--- config.mk ---
export PLATFORM = sky130hd
export DESIGN_NAME = mdio_master
export DESIGN_NICKNAME = d
export VERILOG_FILES = /design/src/rtl/mdio_pkg.sv /design/src/rtl/mdio_clkdiv.sv /design/src/rtl/mdio_frame.sv /design/src/rtl/mdio_master.sv
export SDC_FILE = /design/constraint.sdc
export NUM_CORES = 1
export LEC_CHECK = 0
export BUFFER_PORTS_ARGS = -buffer_cell sky130_fd_sc_hd__buf_2
export CAP_MARGIN = 5
export CORE_ASPECT_RATIO = 0.9
export CORE_MARGIN = 3
export CORE_UTILIZATION = 30
export CTS_BUF_LIST = sky130_fd_sc_hd__clkbuf_4
export DETAILED_ROUTE_END_ITERATION = 10
export GPL_TIMING_DRIVEN = 0
export SLEW_MARGIN = 20
export SYNTH_ARGS = -nofsm -noshare
export SYNTH_HDL_FRONTEND = slang
export SYNTH_SLANG_ARGS = --single-unit
--- constraint.sdc ---
create_clock -name clk -period 4.1 [get_ports clk]
set_clock_uncertainty 0.1 [all_clocks]
set_input_delay 0.205 -clock clk [delete_from_list [all_inputs] [get_ports clk]]
set_output_delay 0.205 -clock clk [all_outputs]
set_load 0.03 [all_outputs]
--- src/rtl/mdio_pkg.sv ---
package mdio_pkg;
  localparam int PHY_W   = 5;
  localparam int REG_W   = 5;
  localparam int CR_W    = 4;
  localparam int DATA_W  = 16;
  localparam int PRE_LEN = 32;
  localparam int HALF_W  = 7;

  typedef enum logic [1:0] {
    OP_WRITE = 2'b01,
    OP_READ  = 2'b10
  } mdio_op_e;

  // Half of the MDC divisor for a given clock-range code.
  function automatic logic [HALF_W-1:0] half_period(input logic [CR_W-1:0] code);
    logic [HALF_W-1:0] h;
    if (code[CR_W-1]) begin
      h = HALF_W'(code[CR_W-2:0]) + HALF_W'(2);
    end else begin
      case (code[CR_W-2:0])
        3'd1:    h = HALF_W'(31);
        3'd2:    h = HALF_W'(8);
        3'd3:    h = HALF_W'(13);
        3'd4:    h = HALF_W'(51);
        3'd5:    h = HALF_W'(62);
        default: h = HALF_W'(21);
      endcase
    end
    return h;
  endfunction
endpackage

--- src/rtl/mdio_clkdiv.sv ---
module mdio_clkdiv #(
  parameter int HALF_W = 7
) (
  input  logic              clk,
  input  logic              rst_n,
  input  logic              run,
  input  logic [HALF_W-1:0] half,
  output logic              mdc,
  output logic              rise_tick,
  output logic              fall_tick
);
  logic [HALF_W-1:0] cnt_q;
  logic              mdc_q;
  logic              tick;

  assign tick      = run && (cnt_q == half - HALF_W'(1));
  assign rise_tick = tick && !mdc_q;
  assign fall_tick = tick && mdc_q;
  assign mdc       = mdc_q;

  always_ff @(posedge clk) begin
    if (!rst_n || !run) begin
      cnt_q <= '0;
      mdc_q <= 1'b0;
    end else if (tick) begin
      cnt_q <= '0;
      mdc_q <= !mdc_q;
    end else begin
      cnt_q <= cnt_q + HALF_W'(1);
    end
  end


  mdc_gated_chk: assert property (@(posedge clk) disable iff (!rst_n)
    $rose(mdc_q) |-> $past(run));
endmodule

--- src/rtl/mdio_frame.sv ---
module mdio_frame
  import mdio_pkg::*;
#(
  parameter int PRE_N  = 32,
  parameter int PHY_N  = 5,
  parameter int REG_N  = 5,
  parameter int DATA_N = 16
) (
  input  logic              clk,
  input  logic              rst_n,
  input  logic              start,
  input  logic              is_write,
  input  logic [PHY_N-1:0]  phy_addr,
  input  logic [REG_N-1:0]  reg_addr,
  input  logic [DATA_N-1:0] wdata,
  input  logic              rise_tick,
  input  logic              fall_tick,
  input  logic              mdio_i,
  output logic              active,
  output logic              mdio_o,
  output logic              mdio_oe,
  output logic              done,
  output logic [DATA_N-1:0] rdata
);
  localparam int FRAME_LEN = PRE_N + 4 + PHY_N + REG_N + 2 + DATA_N;
  localparam int IDX_W     = $clog2(FRAME_LEN);
  localparam int TA_POS    = FRAME_LEN - DATA_N - 2;
  localparam int DATA_POS  = FRAME_LEN - DATA_N;
  localparam int LAST      = FRAME_LEN - 1;

  logic [FRAME_LEN-1:0] frame_q, frame_d;
  logic [IDX_W-1:0]     idx_q;
  logic                 active_q, wr_q, out_q, oe_q;
  logic [DATA_N-1:0]    shreg_q;
  mdio_op_e             op;

  assign op      = is_write ? OP_WRITE : OP_READ;
  assign frame_d = {{PRE_N{1'b1}}, 2'b01, op, phy_addr, reg_addr,
                    (is_write ? 2'b10 : 2'b00),
                    (is_write ? wdata : {DATA_N{1'b0}})};

  assign done    = active_q && fall_tick && (idx_q == IDX_W'(LAST));
  assign active  = active_q;
  assign mdio_o  = out_q;
  assign mdio_oe = oe_q;
  assign rdata   = shreg_q;

  always_ff @(posedge clk) begin
    if (!rst_n) begin
      frame_q  <= '0;
      idx_q    <= '0;
      active_q <= 1'b0;
      wr_q     <= 1'b0;
      out_q    <= 1'b1;
      oe_q     <= 1'b0;
      shreg_q  <= '0;
    end else if (start && !active_q) begin
      frame_q  <= frame_d;
      idx_q    <= '0;
      active_q <= 1'b1;
      wr_q     <= is_write;
      out_q    <= frame_d[FRAME_LEN-1];
      oe_q     <= 1'b1;
    end else if (active_q) begin
      if (rise_tick && !wr_q && (int'(idx_q) >= DATA_POS))
        shreg_q <= {shreg_q[DATA_N-2:0], mdio_i};
      if (fall_tick) begin
        if (done) begin
          active_q <= 1'b0;
          oe_q     <= 1'b0;
          out_q    <= 1'b1;
        end else begin
          idx_q   <= idx_q + IDX_W'(1);
          frame_q <= frame_q << 1;
          out_q   <= frame_q[FRAME_LEN-2];
          oe_q    <= wr_q || (int'(idx_q) + 1 < TA_POS);
        end
      end
    end
  end


  mdio_edge_chk: assert property (@(posedge clk) disable iff (!rst_n)
    (active_q && $past(active_q) && !$past(fall_tick)) |-> $stable(out_q));

  read_release_chk: assert property (@(posedge clk) disable iff (!rst_n)
    (active_q && !wr_q && int'(idx_q) >= TA_POS) |-> !oe_q);

  write_drive_chk: assert property (@(posedge clk) disable iff (!rst_n)
    (active_q && wr_q) |-> oe_q);
endmodule

--- src/rtl/mdio_master.sv ---
module mdio_master
  import mdio_pkg::*;
#(
  parameter int PRE_N  = PRE_LEN,
  parameter int PHY_N  = PHY_W,
  parameter int REG_N  = REG_W,
  parameter int DATA_N = DATA_W
) (
  input  logic                          clk,
  input  logic                          rst_n,
  input  logic                          ctrl_we,
  input  logic [PHY_N+REG_N+CR_W+1:0]   ctrl_wdata,
  input  logic                          data_we,
  input  logic [DATA_N-1:0]             data_wdata,
  output logic [PHY_N+REG_N+CR_W+1:0]   ctrl_rdata,
  output logic [DATA_N-1:0]             data_rdata,
  output logic                          mdc,
  input  logic                          mdio_i,
  output logic                          mdio_o,
  output logic                          mdio_oe
);
  localparam int BUSY_B = 0;
  localparam int WR_B   = 1;
  localparam int CR_LO  = 2;
  localparam int REG_LO = CR_LO + CR_W;
  localparam int PHY_LO = REG_LO + REG_N;
  localparam int CTRL_N = PHY_LO + PHY_N;

  logic [CTRL_N-1:0] ctrl_q;
  logic [DATA_N-1:0] data_q, rd_word;
  logic              accept, start, done, active, rise_tick, fall_tick;
  logic [HALF_W-1:0] half;

  assign accept     = ctrl_we && !ctrl_q[BUSY_B];
  assign start      = accept && ctrl_wdata[BUSY_B];
  assign half       = half_period(ctrl_q[REG_LO-1:CR_LO]);
  assign ctrl_rdata = ctrl_q;
  assign data_rdata = data_q;

  always_ff @(posedge clk) begin
    if (!rst_n) begin
      ctrl_q <= '0;
      data_q <= '0;
    end else begin
      if (accept)
        ctrl_q <= ctrl_wdata;
      else if (done)
        ctrl_q[BUSY_B] <= 1'b0;
      if (done && !ctrl_q[WR_B])
        data_q <= rd_word;
      else if (data_we)
        data_q <= data_wdata;
    end
  end

  mdio_clkdiv #(.HALF_W(HALF_W)) i_clkdiv (
    .clk(clk), .rst_n(rst_n), .run(active), .half(half),
    .mdc(mdc), .rise_tick(rise_tick), .fall_tick(fall_tick)
  );

  mdio_frame #(.PRE_N(PRE_N), .PHY_N(PHY_N), .REG_N(REG_N), .DATA_N(DATA_N)) i_frame (
    .clk(clk), .rst_n(rst_n), .start(start),
    .is_write(ctrl_wdata[WR_B]),
    .phy_addr(ctrl_wdata[CTRL_N-1:PHY_LO]),
    .reg_addr(ctrl_wdata[PHY_LO-1:REG_LO]),
    .wdata(data_q),
    .rise_tick(rise_tick), .fall_tick(fall_tick), .mdio_i(mdio_i),
    .active(active), .mdio_o(mdio_o), .mdio_oe(mdio_oe),
    .done(done), .rdata(rd_word)
  );


  ctrl_hold_chk: assert property (@(posedge clk) disable iff (!rst_n)
    (ctrl_we && ctrl_q[BUSY_B]) |=> $stable(ctrl_q[CTRL_N-1:WR_B]));

  idle_quiet_chk: assert property (@(posedge clk) disable iff (!rst_n)
    !ctrl_q[BUSY_B] |-> (!mdc && !mdio_oe));

  wdata_hold_chk: assert property (@(posedge clk) disable iff (!rst_n)
    (ctrl_q[BUSY_B] && ctrl_q[WR_B] && !data_we) |=> $stable(data_q));
endmodule

==> results by stage, run 1 <==
Timing:
- The number of hold violations in the final report is 0.
- The count of endpoints failing setup in the final report is 0.
- For this run, the top clock speed supported by timing is 266.2 MHz.
- Setup repair after global routing left no endpoint under its margin.
- After layout, the worst path uses 91.63% of the clock period.
- The clock period could shrink to 3.757 ns.
- The post-route worst setup slack is 0.3430 ns.
- The headroom to the max-slew limit is 48.26%.
- Across all hold checks on the routed design, the worst slack comes to 0.02911 ns.
- The final max-slew violation count came to 0.
- For the pin with the worst max-slew slack, the measured transition is 0.7733 ns.

Flow run:
- The max-capacitance violation count is 0.

Die:
- The area of the core is 19400 um^2.
- The die covers 21750 um^2.
- The vertical die dimension is 140.2 um.
- Measured along the x axis, the die boundary spans 155.1 um.
- For this configuration, the core starts out at a cell density of 30.95%.
- The floorplan has 48 rows.
- The I/O pin total is 72.

Yosys:
- In this run the cell area of the synthesized design comes to 6003 um^2.
- The top cell type by area accounts for 43.02% of the synthesized area.
- The proportion of register bits with asynchronous set or reset after synthesis is 0%.
- By area the synthesized netlist is led by sky130_fd_sc_hd__dfxtp_1 (43%), sky130_fd_sc_hd__mux2i_1 (5.5%), sky130_fd_sc_hd__nor3b_2 (4.2%).
- By area, the combinational part of the netlist is dominated by simple AND/OR/NAND/NOR gates.
- The number of distinct library cell variants in the gate-level netlist after synthesis is 56.
- The cell count after synthesis is 645.
- The post-synthesis average cell area is 9.307 um^2.
- The synthesized netlist devotes 24.20% of its cell area to simple gates.
- The fraction of the yosys area taken by sequential cells is 43.02%.
- The library cell occupying the most area in the post-synthesis netlist is sky130_fd_sc_hd__dfxtp_1.
- The XOR/XNOR share of the synthesized area is 2.043%.
- The number of enable-type register cells in the synthesized netlist is 0.
- Of the post-synthesis cell area, the part taken by muxes is 5.502%.
- After synthesis the netlist holds a flip-flop and latch count of 129.
- The yosys synthesis warning count is 0.
- The most used flip-flop cell after synthesis is sky130_fd_sc_hd__dfxtp_1.
- The synthesized netlist devotes 18.55% of its cell area to compound gates.
- After Yosys synthesis, full adders, half adders and majority gates account for 1.459% of the synthesized area.
- The number of nets in the synthesized netlist is 689.

Clocking:
- The clock tree synthesis step divided the H-tree into 4 levels.
- After clock tree synthesis, the clock-pin slew on the worst setup and hold paths is 0.12 ns.
- The source-to-sink clock delay at the later pin of the worst-skew pair is 0.53 ns.
- The clock passes through at most 2 buffers.
- Buffers inserted during clock tree synthesis total 17.
- TritonCTS built the clock tree.
- Counting every sink on the clock net gives 129.
- The clock tree root buffer cell is sky130_fd_sc_hd__clkbuf_4.

Placement:
- The total half-perimeter wirelength after legalization and detailed placement is 11.08 mm.
- Timing analysis after detailed placement gives a worst setup slack of -0.2130 ns.
- Routability-driven placement finished with a final weighted congestion of 0.8486.
- Buffers placed on the I/O ports in this run total 69.

Worst setup path:
- The worst register-to-register path has a depth of 11.
- STA classifies the critical path endpoint as a flop.
- The type of origin of the critical path is a flop.
- The required arrival time at the worst endpoint is 4.41 ns.
- The startpoint-to-endpoint class of the critical path is flop to flop.
- For flop-to-flop paths, the worst setup slack is 0.34 ns.
- The arrival time at the worst endpoint is 4.07 ns.
- In this run the critical register-to-register path is captured at data_rdata[8].
- Along the worst path, the maximum fanout reaches 11.
- The critical register-to-register path startpoint is ctrl_rdata[3].

Cells and area:
- The number of antenna diodes in the final layout is 0.
- The area growth from synthesis to layout is 23.57%.
- Counting the fill cells in the layout gives 1963.
- The utilization after layout is 38.24%.
- In the final layout, the share of cells above drive strength 1 is 19.52%.
- The net total in the final layout is 820.

Power:
- Per report_power, the clock group accounts for 36.1% of the total.
- The internal power of the cells totals 1.970 mW.
- In this run the static leakage power is 2.793 nW.
- Across the VDD grid, the largest voltage drop is 0.1814 mV.
- Of the total power, registers draw 50.0%.
- The power density relative to cell area is 363.2 nW/um^2.
- The power share of the combinational group is 13.9%.
- Of the total power, the share spent switching nets is 26.90%.
- The power dissipated by switching net loads is 0.7248 mW.

Detailed routing:
- The detail route stage leaves a number of antenna-violating nets equal to 0.
- For this block, the routed nets add up to 16.02 mm of wire.
- After the first detailed-routing iteration, the DRC count stood at 293.
- Dividing the detail-routed wire length by the instance count gives 15.42 um.
- The via count normalized by instance count is 5.054.
- The DRC violation count after routing is 0.
- The iteration count of the initial detailed-routing pass is 5.
- The detailed router placed 5251 vias in this run.

Hold path:
- The cell count of the worst hold path is 4.
- The class of the worst hold path is input pin to flop.
- The path with the worst hold slack has its endpoint at data_rdata[13].
- In this run the most critical hold path is launched from data_wdata[13].

Global routing:
- The wire length of the first global-routing pass is 26.41 mm.
- After global routing the overflow that remains totals 0.
- The via count of the first global-routing pass was 5049.
- The most utilized layer in the global route result is met2.
- The met1 capacity usage during global routing is 21.65%.
- Entering global routing, the biggest net connects 17 pins.
- For this run, global-route usage on met3 was measured as 3.275%.
- The initial antenna violation count was 0.
- Global routing used 14.87% of the available tracks.
- For met2 alone, demand over resource in global routing was 22.40%.

Status:
- The flow ran to the end, and the final reports show no timing, DRC or antenna violations.
## synthesized netlist by cell type, types with 9 or more instances
cell type / count
sky130_fd_sc_hd__nor3b_2: 20
sky130_fd_sc_hd__a211oi_1: 11
sky130_fd_sc_hd__inv_1: 9
sky130_fd_sc_hd__nor2_1: 56
sky130_fd_sc_hd__a21oi_1: 15
sky130_fd_sc_hd__xnor2_1: 10
sky130_fd_sc_hd__a21boi_1: 11
sky130_fd_sc_hd__o21ai_0: 24
sky130_fd_sc_hd__nand3_1: 24
sky130_fd_sc_hd__nor3b_1: 27
sky130_fd_sc_hd__buf_2: 11
sky130_fd_sc_hd__nor3_1: 35
sky130_fd_sc_hd__a21boi_0: 19
sky130_fd_sc_hd__nor2b_1: 19
sky130_fd_sc_hd__nand2_1: 48
sky130_fd_sc_hd__o311a_1: 16
sky130_fd_sc_hd__dfxtp_1: 129
sky130_fd_sc_hd__a22oi_1: 10
sky130_fd_sc_hd__mux2i_1: 33
sky130_fd_sc_hd__clkbuf_1: 35
sky130_fd_sc_hd__a221oi_1: 16
## state kept, by name, summed over array words and instances, names as in the netlist
| name | count |
|---|---|
| i_clkdiv.cnt_q | 7 |
| i_frame.mdio_o | 1 |
| i_frame.mdio_oe | 1 |
| i_frame.active | 1 |
| i_clkdiv.mdc | 1 |
| i_frame.frame_q | 63 |
| i_frame.wr_q | 1 |
| i_frame.idx_q | 6 |
| ctrl_rdata | 16 |
| i_frame.rdata | 16 |
| data_rdata | 16 |
## per-layer routing
metal,routed length (um),vias up
met4,147,0
met5,0,-
met1,8107,2507
met2,6987,136
met3,776,12
li1,-,2596
## how the worst max path moves through the flow
stage,end,slack [ns],start
after floorplan,i_frame.rdata[10],0.29,ctrl_rdata[3]
after global placement,i_frame.frame_q[48],-0.23,ctrl_rdata[3]
after detailed placement,i_frame.frame_q[46],-0.21,ctrl_rdata[3]
after CTS,i_frame.frame_q[15],0.09,ctrl_rdata[3]
after global routing,i_frame.frame_q[56],0.05,ctrl_rdata[3]
final,data_rdata[8],0.34,ctrl_rdata[3]
## stage by stage
stage          std cells  cell area [um^2]  setup TNS [ns]  power [mW]
6_report            1039              7418               0       2.694
5_1_grt             1039              7418               0       2.824
4_1_cts             1036              7387               0       2.712
3_5_place_dp         964              6661          -10.18       1.711
3_3_place_gp         964              6661          -11.55       1.708
2_1_floorplan        645              6003               0       1.608
## power groups by stage
stage	Sequential, mW	Clock (mW)	Combinational, mW
floorplan	1.40	0	0.206
global placement	1.37	0	0.333
global route	1.36	1.06	0.413
finish	1.35	0.973	0.375
detailed placement	1.38	0	0.335
CTS	1.35	0.999	0.366
## area by class of cell
cell class                 instances  area (um^2)  area share (%)
sequential                       129         2584           34.83
multi-input combinational        452         3120           42.06
clock inverter                    12        163.9           2.209
tap                              250        312.8           4.217
clock buffer                      20        150.1           2.024
inverter                           9        33.78          0.4554
timing repair buffer             112        773.2           10.42
buffer                            55        280.3           3.778
## critical path, cell delays in order, from the launching register on
cell and delay (ns):
sky130_fd_sc_hd__dfxtp_2 0.44, sky130_fd_sc_hd__inv_1 0.10, sky130_fd_sc_hd__ha_1 0.41, sky130_fd_sc_hd__a221oi_2 0.41, sky130_fd_sc_hd__ha_1 0.30, sky130_fd_sc_hd__xor2_1 0.15
sky130_fd_sc_hd__nand2_1 0.09, sky130_fd_sc_hd__a211oi_2 0.30, sky130_fd_sc_hd__o211ai_1 0.16, sky130_fd_sc_hd__a2111o_1 0.48, sky130_fd_sc_hd__clkbuf_1 0.32, sky130_fd_sc_hd__o311a_1 0.38
## placed cells by master (no fill, tap or decap), types with 3 or more instances in the layout
cell	instances
sky130_fd_sc_hd__clkinv_1	4
sky130_fd_sc_hd__nor3b_1	27
sky130_fd_sc_hd__dfxtp_1	128
sky130_fd_sc_hd__xnor2_1	10
sky130_fd_sc_hd__nand2b_1	3
sky130_fd_sc_hd__nor3b_2	20
sky130_fd_sc_hd__buf_2	80
sky130_fd_sc_hd__nor2b_1	19
sky130_fd_sc_hd__buf_6	8
sky130_fd_sc_hd__a21boi_0	19
sky130_fd_sc_hd__or3_1	4
sky130_fd_sc_hd__a21boi_1	11
sky130_fd_sc_hd__nor3_1	35
sky130_fd_sc_hd__a211oi_1	10
sky130_fd_sc_hd__a221oi_1	15
sky130_fd_sc_hd__nor2_1	55
sky130_fd_sc_hd__inv_1	9
sky130_fd_sc_hd__buf_4	5
sky130_fd_sc_hd__o311a_1	16
sky130_fd_sc_hd__o21ai_0	24
sky130_fd_sc_hd__and2_1	3
sky130_fd_sc_hd__mux2i_1	33
sky130_fd_sc_hd__clkbuf_4	20
sky130_fd_sc_hd__bufinv_16	4
sky130_fd_sc_hd__dlygate4sd3_1	37
sky130_fd_sc_hd__and3_1	3
sky130_fd_sc_hd__a21oi_1	15
sky130_fd_sc_hd__clkbuf_1	35
sky130_fd_sc_hd__nand2_1	48
sky130_fd_sc_hd__a22oi_1	10
sky130_fd_sc_hd__ha_1	7
sky130_fd_sc_hd__xor2_1	4
sky130_fd_sc_hd__nand3_1	24
## kinds of logic after synthesis
| kind of cell | Yosys count |
|---|---|
| mux | 33 |
| compound gates | 143 |
| fa+ha+maj | 7 |
| simple gates | 255 |
| xor+xnor | 14 |
| flops | 129 |
| buf+inv | 64 |
## what timing repair did
| item | 4_1_cts | 5_1_grt |
|---|---|---|
| hold buffers | 37 | 0 |
| buffers inserted | 3 | 3 |
| endpoints found under the setup margin | 86 | 79 |
| resized for setup | 1 | 3 |
| hold endpoints to repair | 43 | 0 |
| pin swaps | 2 | 1 |
Power figures use the tool's default switching activity.
==> run 2: changes to the inputs <==
clock period = 3.6 ns   (was 4.1 ns; I/O delays follow)
==> results by stage, run 2 (same netlist as run 1, synthesis figures left out) <==
Detailed routing:
- The total via count in the routed design is 5253 (+0.038%).
- The average routed wire per standard cell was 15.58 um (+1.0%).
- The initial detailed-routing violation count is 330 (+13%).
- The iteration count of the initial detailed-routing pass is 5 (unchanged).
- The sum of routed wire length over all layers came to 16.25 mm (+1.4%).
- The via count normalized by instance count is 5.036 (-0.35%).
- The DRC violation count after routing came to 0 (unchanged).
- The number of nets with antenna violations after routing is 0 (unchanged).

Global routing:
- The final global-route overflow total came to 0 (unchanged).
- The via count of the first global-routing pass is 4909 (-2.8%).
- The overall fraction of global-route tracks in use is 14.81% (-0.061 points).
- The initial antenna violation count is 0 (unchanged).
- The maximum number of pins on one net before global-route repair is 19 (+2).
- The wire length of the first global-routing pass is 26.07 mm (-1.3%).

Placement:
- The placement-stage cell area is 6664 um^2 (about the same).
- The total half-perimeter wirelength after legalization and detailed placement was 11.14 mm (+0.54%).
- The weighted congestion at the end of routability-driven global placement is 0.8672 (+2.2%).
- The pre-CTS setup slack is -0.5988 ns (-0.3859 ns).
- The number of input and output port buffers inserted was 69 (unchanged).

Cells and area:
- The register bank with the most flops is i_frame.frame_q.
- The library cell used most frequently in the layout, excluding fill and tap cells, is sky130_fd_sc_hd__dfxtp_1.
- The net total in the final layout is 824 (+0.49%).
- The library cells used most frequently in the layout, excluding fill and tap cells, are sky130_fd_sc_hd__dfxtp_1 (127), sky130_fd_sc_hd__buf_2 (75), sky130_fd_sc_hd__nor2_1 (55).
- The number of flip-flops in the largest register was 63 (unchanged).
- The finished layout cell area is 7535 um^2 (+1.6%).
- The proportion of layout cells with a drive suffix above 1 came to 21.31% (+1.8 points).
- The total inserted antenna cells came to 0 (unchanged).
- The growth of design area from synthesis to finish is 25.51%.

Timing:
- The headroom to the max-slew limit is 46.46% (-1.8 points).
- The maximum achievable frequency is 291.0 MHz (+9.3%).
- The final max-slew violation count is 0 (unchanged).
- The number of hold violations in the final report is 0 (unchanged).
- Setup repair after global routing could not meet its margin everywhere.
- The minimum clock period is 3.436 ns (-0.3206 ns).
- The transition time at the pin with the least slew margin came to 0.8030 ns (+0.02976 ns).
- The post-route worst setup slack is 0.1635 ns (-0.1794 ns).
- The final-layout worst hold slack was 0.1716 ns (+0.1425 ns).
- The final worst-path cycle share is 95.46% (+3.8 points).
- The count of endpoints failing setup in the final report is 0 (unchanged).

Die:
- The vertical die dimension was 140.2 um (unchanged).
- The area of the core was 19400 um^2 (unchanged).
- The overall die width is 155.1 um (unchanged).
- The initial core utilization is 30.95% (unchanged).
- The I/O pin total is 72 (unchanged).
- The standard-cell row count was 48 (unchanged).
- The floorplan die area is 21750 um^2 (unchanged).

Worst setup path:
- The depth of the worst register-to-register path was 11 (unchanged).
- The worst setup path is captured at a flop.
- The worst setup path is launched from a flop.
- The biggest fanout along the worst timing path was 10 (-1).
- The arrival time at the worst endpoint is 3.77 ns (-0.30 ns).
- The required arrival time at the worst endpoint was 3.93 ns (-0.48 ns).
- The startpoint-to-endpoint class of the critical path is flop to flop.

Power:
- The leakage power total is 2.841 nW (+1.7%).
- The peak supply drop is 0.1912 mV (+5.4%).
- The power density relative to cell area is 410.9 nW/um^2 (+13%).

Clocking:
- The deepest level of the CTS H-tree is 4 (unchanged).
- The worst-case clock buffer depth came to 2 (unchanged).
- The source-to-sink clock delay at the later pin of the worst-skew pair was 0.54 ns (about the same).
- The clock slew seen by the registers of the worst setup and hold paths is 0.13 ns (about the same).
- TritonCTS built the clock tree.
- The CTS buffer count was 17 (unchanged).
- The clock tree root buffer cell is sky130_fd_sc_hd__clkbuf_4.
- The sink count of the clock tree is 129 (unchanged).

Hold path:
- The cell count of the worst hold path is 4 (unchanged).
- The class of the worst hold path is input pin to flop.

Flow run:
- The max-capacitance violation count came to 0 (unchanged).

Status:
- The flow ran to the end, and the final reports show no timing, DRC or antenna violations.
run 2: cell count changes in the layout (fill, tap and decap cells not counted), sizes merged:
cell,delta
inv,-1
dlygate4sd3,+1
clkinvlp,+2
clkbuf,-1
buf,+2
clkinv,+1
run 2: path summary, 6_finish.rpt:
| kind | startpoint | end | slack, ns |
|---|---|---|---|
| worst max-delay path | ctrl_rdata[3] | data_rdata[10] | 0.16 |
| worst min-delay path | data_we | data_rdata[4] | 0.17 |
| worst max register to register | ctrl_rdata[3] | data_rdata[10] | 0.16 |
| worst min register to register | i_frame.frame_q[31] | i_frame.frame_q[31] | 0.36 |
run 2: timing repair:
action | in CTS | in global routing
resized for setup | 10 | 17
buffers inserted | 3 | 7
endpoints found under the setup margin | 104 | 90
hold buffers | 38 | 0
hold endpoints to repair | 44 | 0
pin swaps | 3 | 3
gates cloned | 0 | 0
run 2: cell type report:
class / count / area (um^2)
Clock inverter: 14 / 190.2
Sequential cell: 129 / 2590
Buffer: 54 / 295.3
Inverter: 9 / 33.78
Fill cell: 1983 / 11860
Tap cell: 250 / 312.8
Timing Repair Buffer: 117 / 813.3
Multi-Input combinational cell: 452 / 3164
Clock buffer: 18 / 135.1
run 2: layer usage:
layer  routed length (um)  vias up  share of wire [%]  track usage [%]
met3                  850       12                5.2            3.213
li1                     -     2608                  -                -
met2                 6902      138                 42            22.08
met4                  170        0                1.0            3.903
met1                 8322     2495                 51            21.64
met5                    0        -                  0                0
run 2: per-stage QoR:
| step | total power [mW] | utilization, % | TNS [ns] | std cells |
|---|---|---|---|---|
| final | 3.096 | 38.84 | 0 | 1043 |
| after global routing | 3.236 | 38.84 | -0.02355 | 1043 |
| after CTS | 3.117 | 38.36 | 0 | 1036 |
| after detailed placement | 1.950 | 34.35 | -47.05 | 964 |
| after global placement | 1.947 | 34.35 | -44.04 | 964 |
| after floorplan | 1.831 | - | 0 | 645 |
run 2: report_power, final:
| group | internal, mW | leakage, nW | switching [mW] |
|---|---|---|---|
| combinational | 0.195 | 1.62 | 0.244 |
| clock | 0.556 | 0.162 | 0.569 |
| sequential | 1.49 | 1.05 | 0.0455 |
| total | 2.24 | 2.84 | 0.858 |
run 2: worst max-delay path, stage by stage, from the launching register on:
cell and delay (ns):
sky130_fd_sc_hd__dfxtp_4 0.40, sky130_fd_sc_hd__inv_1 0.10, sky130_fd_sc_hd__ha_4 0.29, sky130_fd_sc_hd__a221oi_4 0.31, sky130_fd_sc_hd__ha_1 0.28, sky130_fd_sc_hd__xor2_1 0.16
sky130_fd_sc_hd__nand2_1 0.12, sky130_fd_sc_hd__and4b_2 0.36, sky130_fd_sc_hd__o211ai_1 0.09, sky130_fd_sc_hd__a2111o_1 0.49, sky130_fd_sc_hd__clkbuf_2 0.28, sky130_fd_sc_hd__o311a_1 0.34
==> run 3: changes to the inputs <==
GPL_TIMING_DRIVEN = 1   (was 0)
==> results by stage, run 3 (same netlist as run 1, synthesis figures left out) <==
Placement:
- The placement-stage cell area is 6568 um^2 (-1.4%).
- The weighted congestion at the end of routability-driven global placement is 0.7707 (-11%).
- The total half-perimeter wirelength after legalization and detailed placement came to 8.883 mm (-20%).
- The number of input and output port buffers inserted came to 71 (+2.9%).
- The number of placed instances, taps included is 928 (-3.7%).

Global routing:
- The wire length of the first global-routing pass is 23.48 mm (-9.9%).
- The maximum number of pins on one net before global-route repair is 65 (+46).
- The overall fraction of global-route tracks in use came to 13.08% (-1.7 points).
- The via count of the first global-routing pass was 4640 (-5.5%).
- The initial antenna violation count is 0 (unchanged).
- The final global-route overflow total was 0 (unchanged).

Clocking:
- The sink count of the clock tree is 129 (unchanged).
- The deepest level of the CTS H-tree is 4 (unchanged).
- The worst-case clock buffer depth is 2 (unchanged).
- The clock slew seen by the registers of the worst setup and hold paths is 0.12 ns (about the same).
- The CTS tree is yes.
- The source-to-sink clock delay at the later pin of the worst-skew pair is 0.53 ns (about the same).
- The CTS buffer count came to 17 (unchanged).
- CTS placed an instance of sky130_fd_sc_hd__clkbuf_4 at the clock tree root.

Timing:
- The final max-slew violation count was 0 (unchanged).
- Setup repair after global routing left no endpoint under its margin.
- The total negative slack is 0 ns (unchanged).
- The final-layout worst hold slack is 0.1344 ns (-0.03712 ns).
- The transition time at the pin with the least slew margin is 1.030 ns (+0.2266 ns).
- The count of endpoints failing setup in the final report is 0 (unchanged).
- The maximum achievable frequency is 301.6 MHz (+3.6%).
- The number of hold violations in the final report is 0 (unchanged).
- The final worst-path cycle share is 92.10% (-3.4 points).
- The headroom to the max-slew limit is 31.36% (-15 points).
- The minimum clock period came to 3.316 ns (-0.1208 ns).

Worst setup path:
- The biggest fanout along the worst timing path is 32 (+22).
- The worst setup path is captured at a flop.
- Tracing the worst setup path back leads to its startpoint at ctrl_rdata[4].
- The worst setup path is of the flop to flop kind.
- The arrival time at the worst endpoint is 3.68 ns (-0.09 ns).
- The critical register-to-register path startpoint is ctrl_rdata[4].
- The required arrival time at the worst endpoint is 3.96 ns (+0.03 ns).
- STA classifies the critical path startpoint as a flop.

Status:
- The run finished with clean final reports.

Power:
- The leakage power total was 2.719 nW (-4.3%).
- The power density relative to cell area is 408.4 nW/um^2 (-0.60%).
- The peak supply drop is 0.1928 mV (+0.81%).

Hold path:
- The class of the worst hold path is input pin to flop.
- The startpoint identified for the worst hold timing path is ctrl_we.

Cells and area:
- The register bank with the most flops is i_frame.frame_q.
- The area growth from synthesis to layout is 20.88%.
- The proportion of layout cells with a drive suffix above 1 is 20.99% (-0.32 points).
- The finished layout cell area was 7257 um^2 (-3.7%).
- Leaving out fill and tap cells, the most frequent cell in the layout is sky130_fd_sc_hd__dfxtp_1.
- The final instance count without filler cells is 998 (-4.3%).
- The total inserted antenna cells is 0 (unchanged).
- The library cells used most frequently in the layout, excluding fill and tap cells, are sky130_fd_sc_hd__dfxtp_1 (126), sky130_fd_sc_hd__buf_2 (71), sky130_fd_sc_hd__nor2_1 (55).
- The net total in the final layout is 779 (-5.5%).
- The number of flip-flops in the largest register was 63 (unchanged).

Die:
- The I/O pin total was 72 (unchanged).
- The overall die width was 155.1 um (unchanged).
- The vertical die dimension was 140.2 um (unchanged).
- The standard-cell row count is 48 (unchanged).
- The area of the core is 19400 um^2 (unchanged).
- The floorplan die area is 21750 um^2 (unchanged).
- The initial core utilization is 30.95% (unchanged).

Detailed routing:
- The average routed wire per standard cell is 14.45 um (-7.3%).
- The DRC violation count after routing is 0 (unchanged).
- The number of nets with antenna violations after routing came to 0 (unchanged).
- The total via count in the routed design came to 4933 (-6.1%).
- The sum of routed wire length over all layers was 14.42 mm (-11%).
- The iteration count of the initial detailed-routing pass is 5 (unchanged).
- The initial detailed-routing violation count is 313 (-5.2%).
- The via count normalized by instance count is 4.943 (-1.9%).

Flow run:
- The max-capacitance violation count is 0 (unchanged).
run 3: changes by cell type in the layout (fill, tap and decap cells not counted), moves of 2 or more:
cell | previous run | this run
sky130_fd_sc_hd__buf_4 | 11 | 16
sky130_fd_sc_hd__clkbuf_4 | 19 | 17
sky130_fd_sc_hd__dfxtp_2 | 0 | 3
sky130_fd_sc_hd__clkbuf_2 | 5 | 0
sky130_fd_sc_hd__clkbuf_1 | 30 | 0
sky130_fd_sc_hd__buf_2 | 75 | 71
sky130_fd_sc_hd__clkinv_2 | 2 | 4
sky130_fd_sc_hd__inv_6 | 0 | 2
sky130_fd_sc_hd__dlygate4sd3_1 | 38 | 34
sky130_fd_sc_hd__clkinv_4 | 3 | 1
sky130_fd_sc_hd__dfxtp_4 | 2 | 0
sky130_fd_sc_hd__buf_6 | 9 | 2
run 3: per-stage QoR:
| step | setup slack, ns | util, % | total power, mW |
|---|---|---|---|
| finish | 0.2843 | 37.41 | 2.964 |
| global route | 0.05417 | 37.41 | 3.124 |
| CTS | 0.08735 | 37.13 | 3.012 |
| detailed placement | 0.1445 | 33.86 | 1.936 |
| global placement | 0.2638 | 33.86 | 1.934 |
| floorplan | 0.003032 | - | 1.831 |
run 3: path summary, 6_finish.rpt:
check	endpoint	depth (start not counted)	slack (ns)
hold reg to reg	ctrl_rdata[12]	2	0.37
setup / recovery	i_frame.frame_q[37]	12	0.28
setup reg to reg	i_frame.frame_q[37]	12	0.28
hold / removal	ctrl_rdata[4]	5	0.13
run 3: power by group:
part,internal (mW),switching (mW)
logic,0.176,0.219
clock network,0.476,0.554
registers,1.49,0.0499
run 3: area by class of cell:
| class | count | area (um^2) |
|---|---|---|
| clock buffer | 17 | 127.6 |
| clock inverter | 15 | 166.4 |
| fill | 1959 | 12140 |
| inverter | 9 | 33.78 |
| multi-input combinational | 452 | 3127 |
| sequential | 129 | 2586 |
| tap | 250 | 312.8 |
| timing repair buffer | 126 | 903.4 |
run 3: worst max-delay path, stage by stage (launching register included):
cell                        delay (ns)
sky130_fd_sc_hd__dfxtp_2          0.45
sky130_fd_sc_hd__ha_1             0.29
sky130_fd_sc_hd__a221oi_2         0.33
sky130_fd_sc_hd__ha_1             0.29
sky130_fd_sc_hd__xor2_1           0.16
sky130_fd_sc_hd__nand2_1          0.09
sky130_fd_sc_hd__a211oi_2         0.28
sky130_fd_sc_hd__nor2_1           0.17
sky130_fd_sc_hd__a2111oi_4        0.31
sky130_fd_sc_hd__buf_4            0.20
sky130_fd_sc_hd__buf_6            0.28
sky130_fd_sc_hd__nor3_1           0.10
sky130_fd_sc_hd__nor3b_2          0.20
run 3: repair_timing:
| action | CTS | global route |
|---|---|---|
| endpoints found under the hold margin | 58 | 0 |
| hold buffers | 34 | 0 |
| gates resized for setup | 0 | 3 |
| setup endpoints to repair | 0 | 67 |
| buffers inserted | 0 | 2 |
run 3: routing by layer:
layer	wire length [um]	up-vias	global-route usage, %
met5	0	-	0
met1	7442	2312	18.46
met2	6169	94	19.38
met3	703	9	4.109
li1	-	2518	-
met4	104	0	3.346
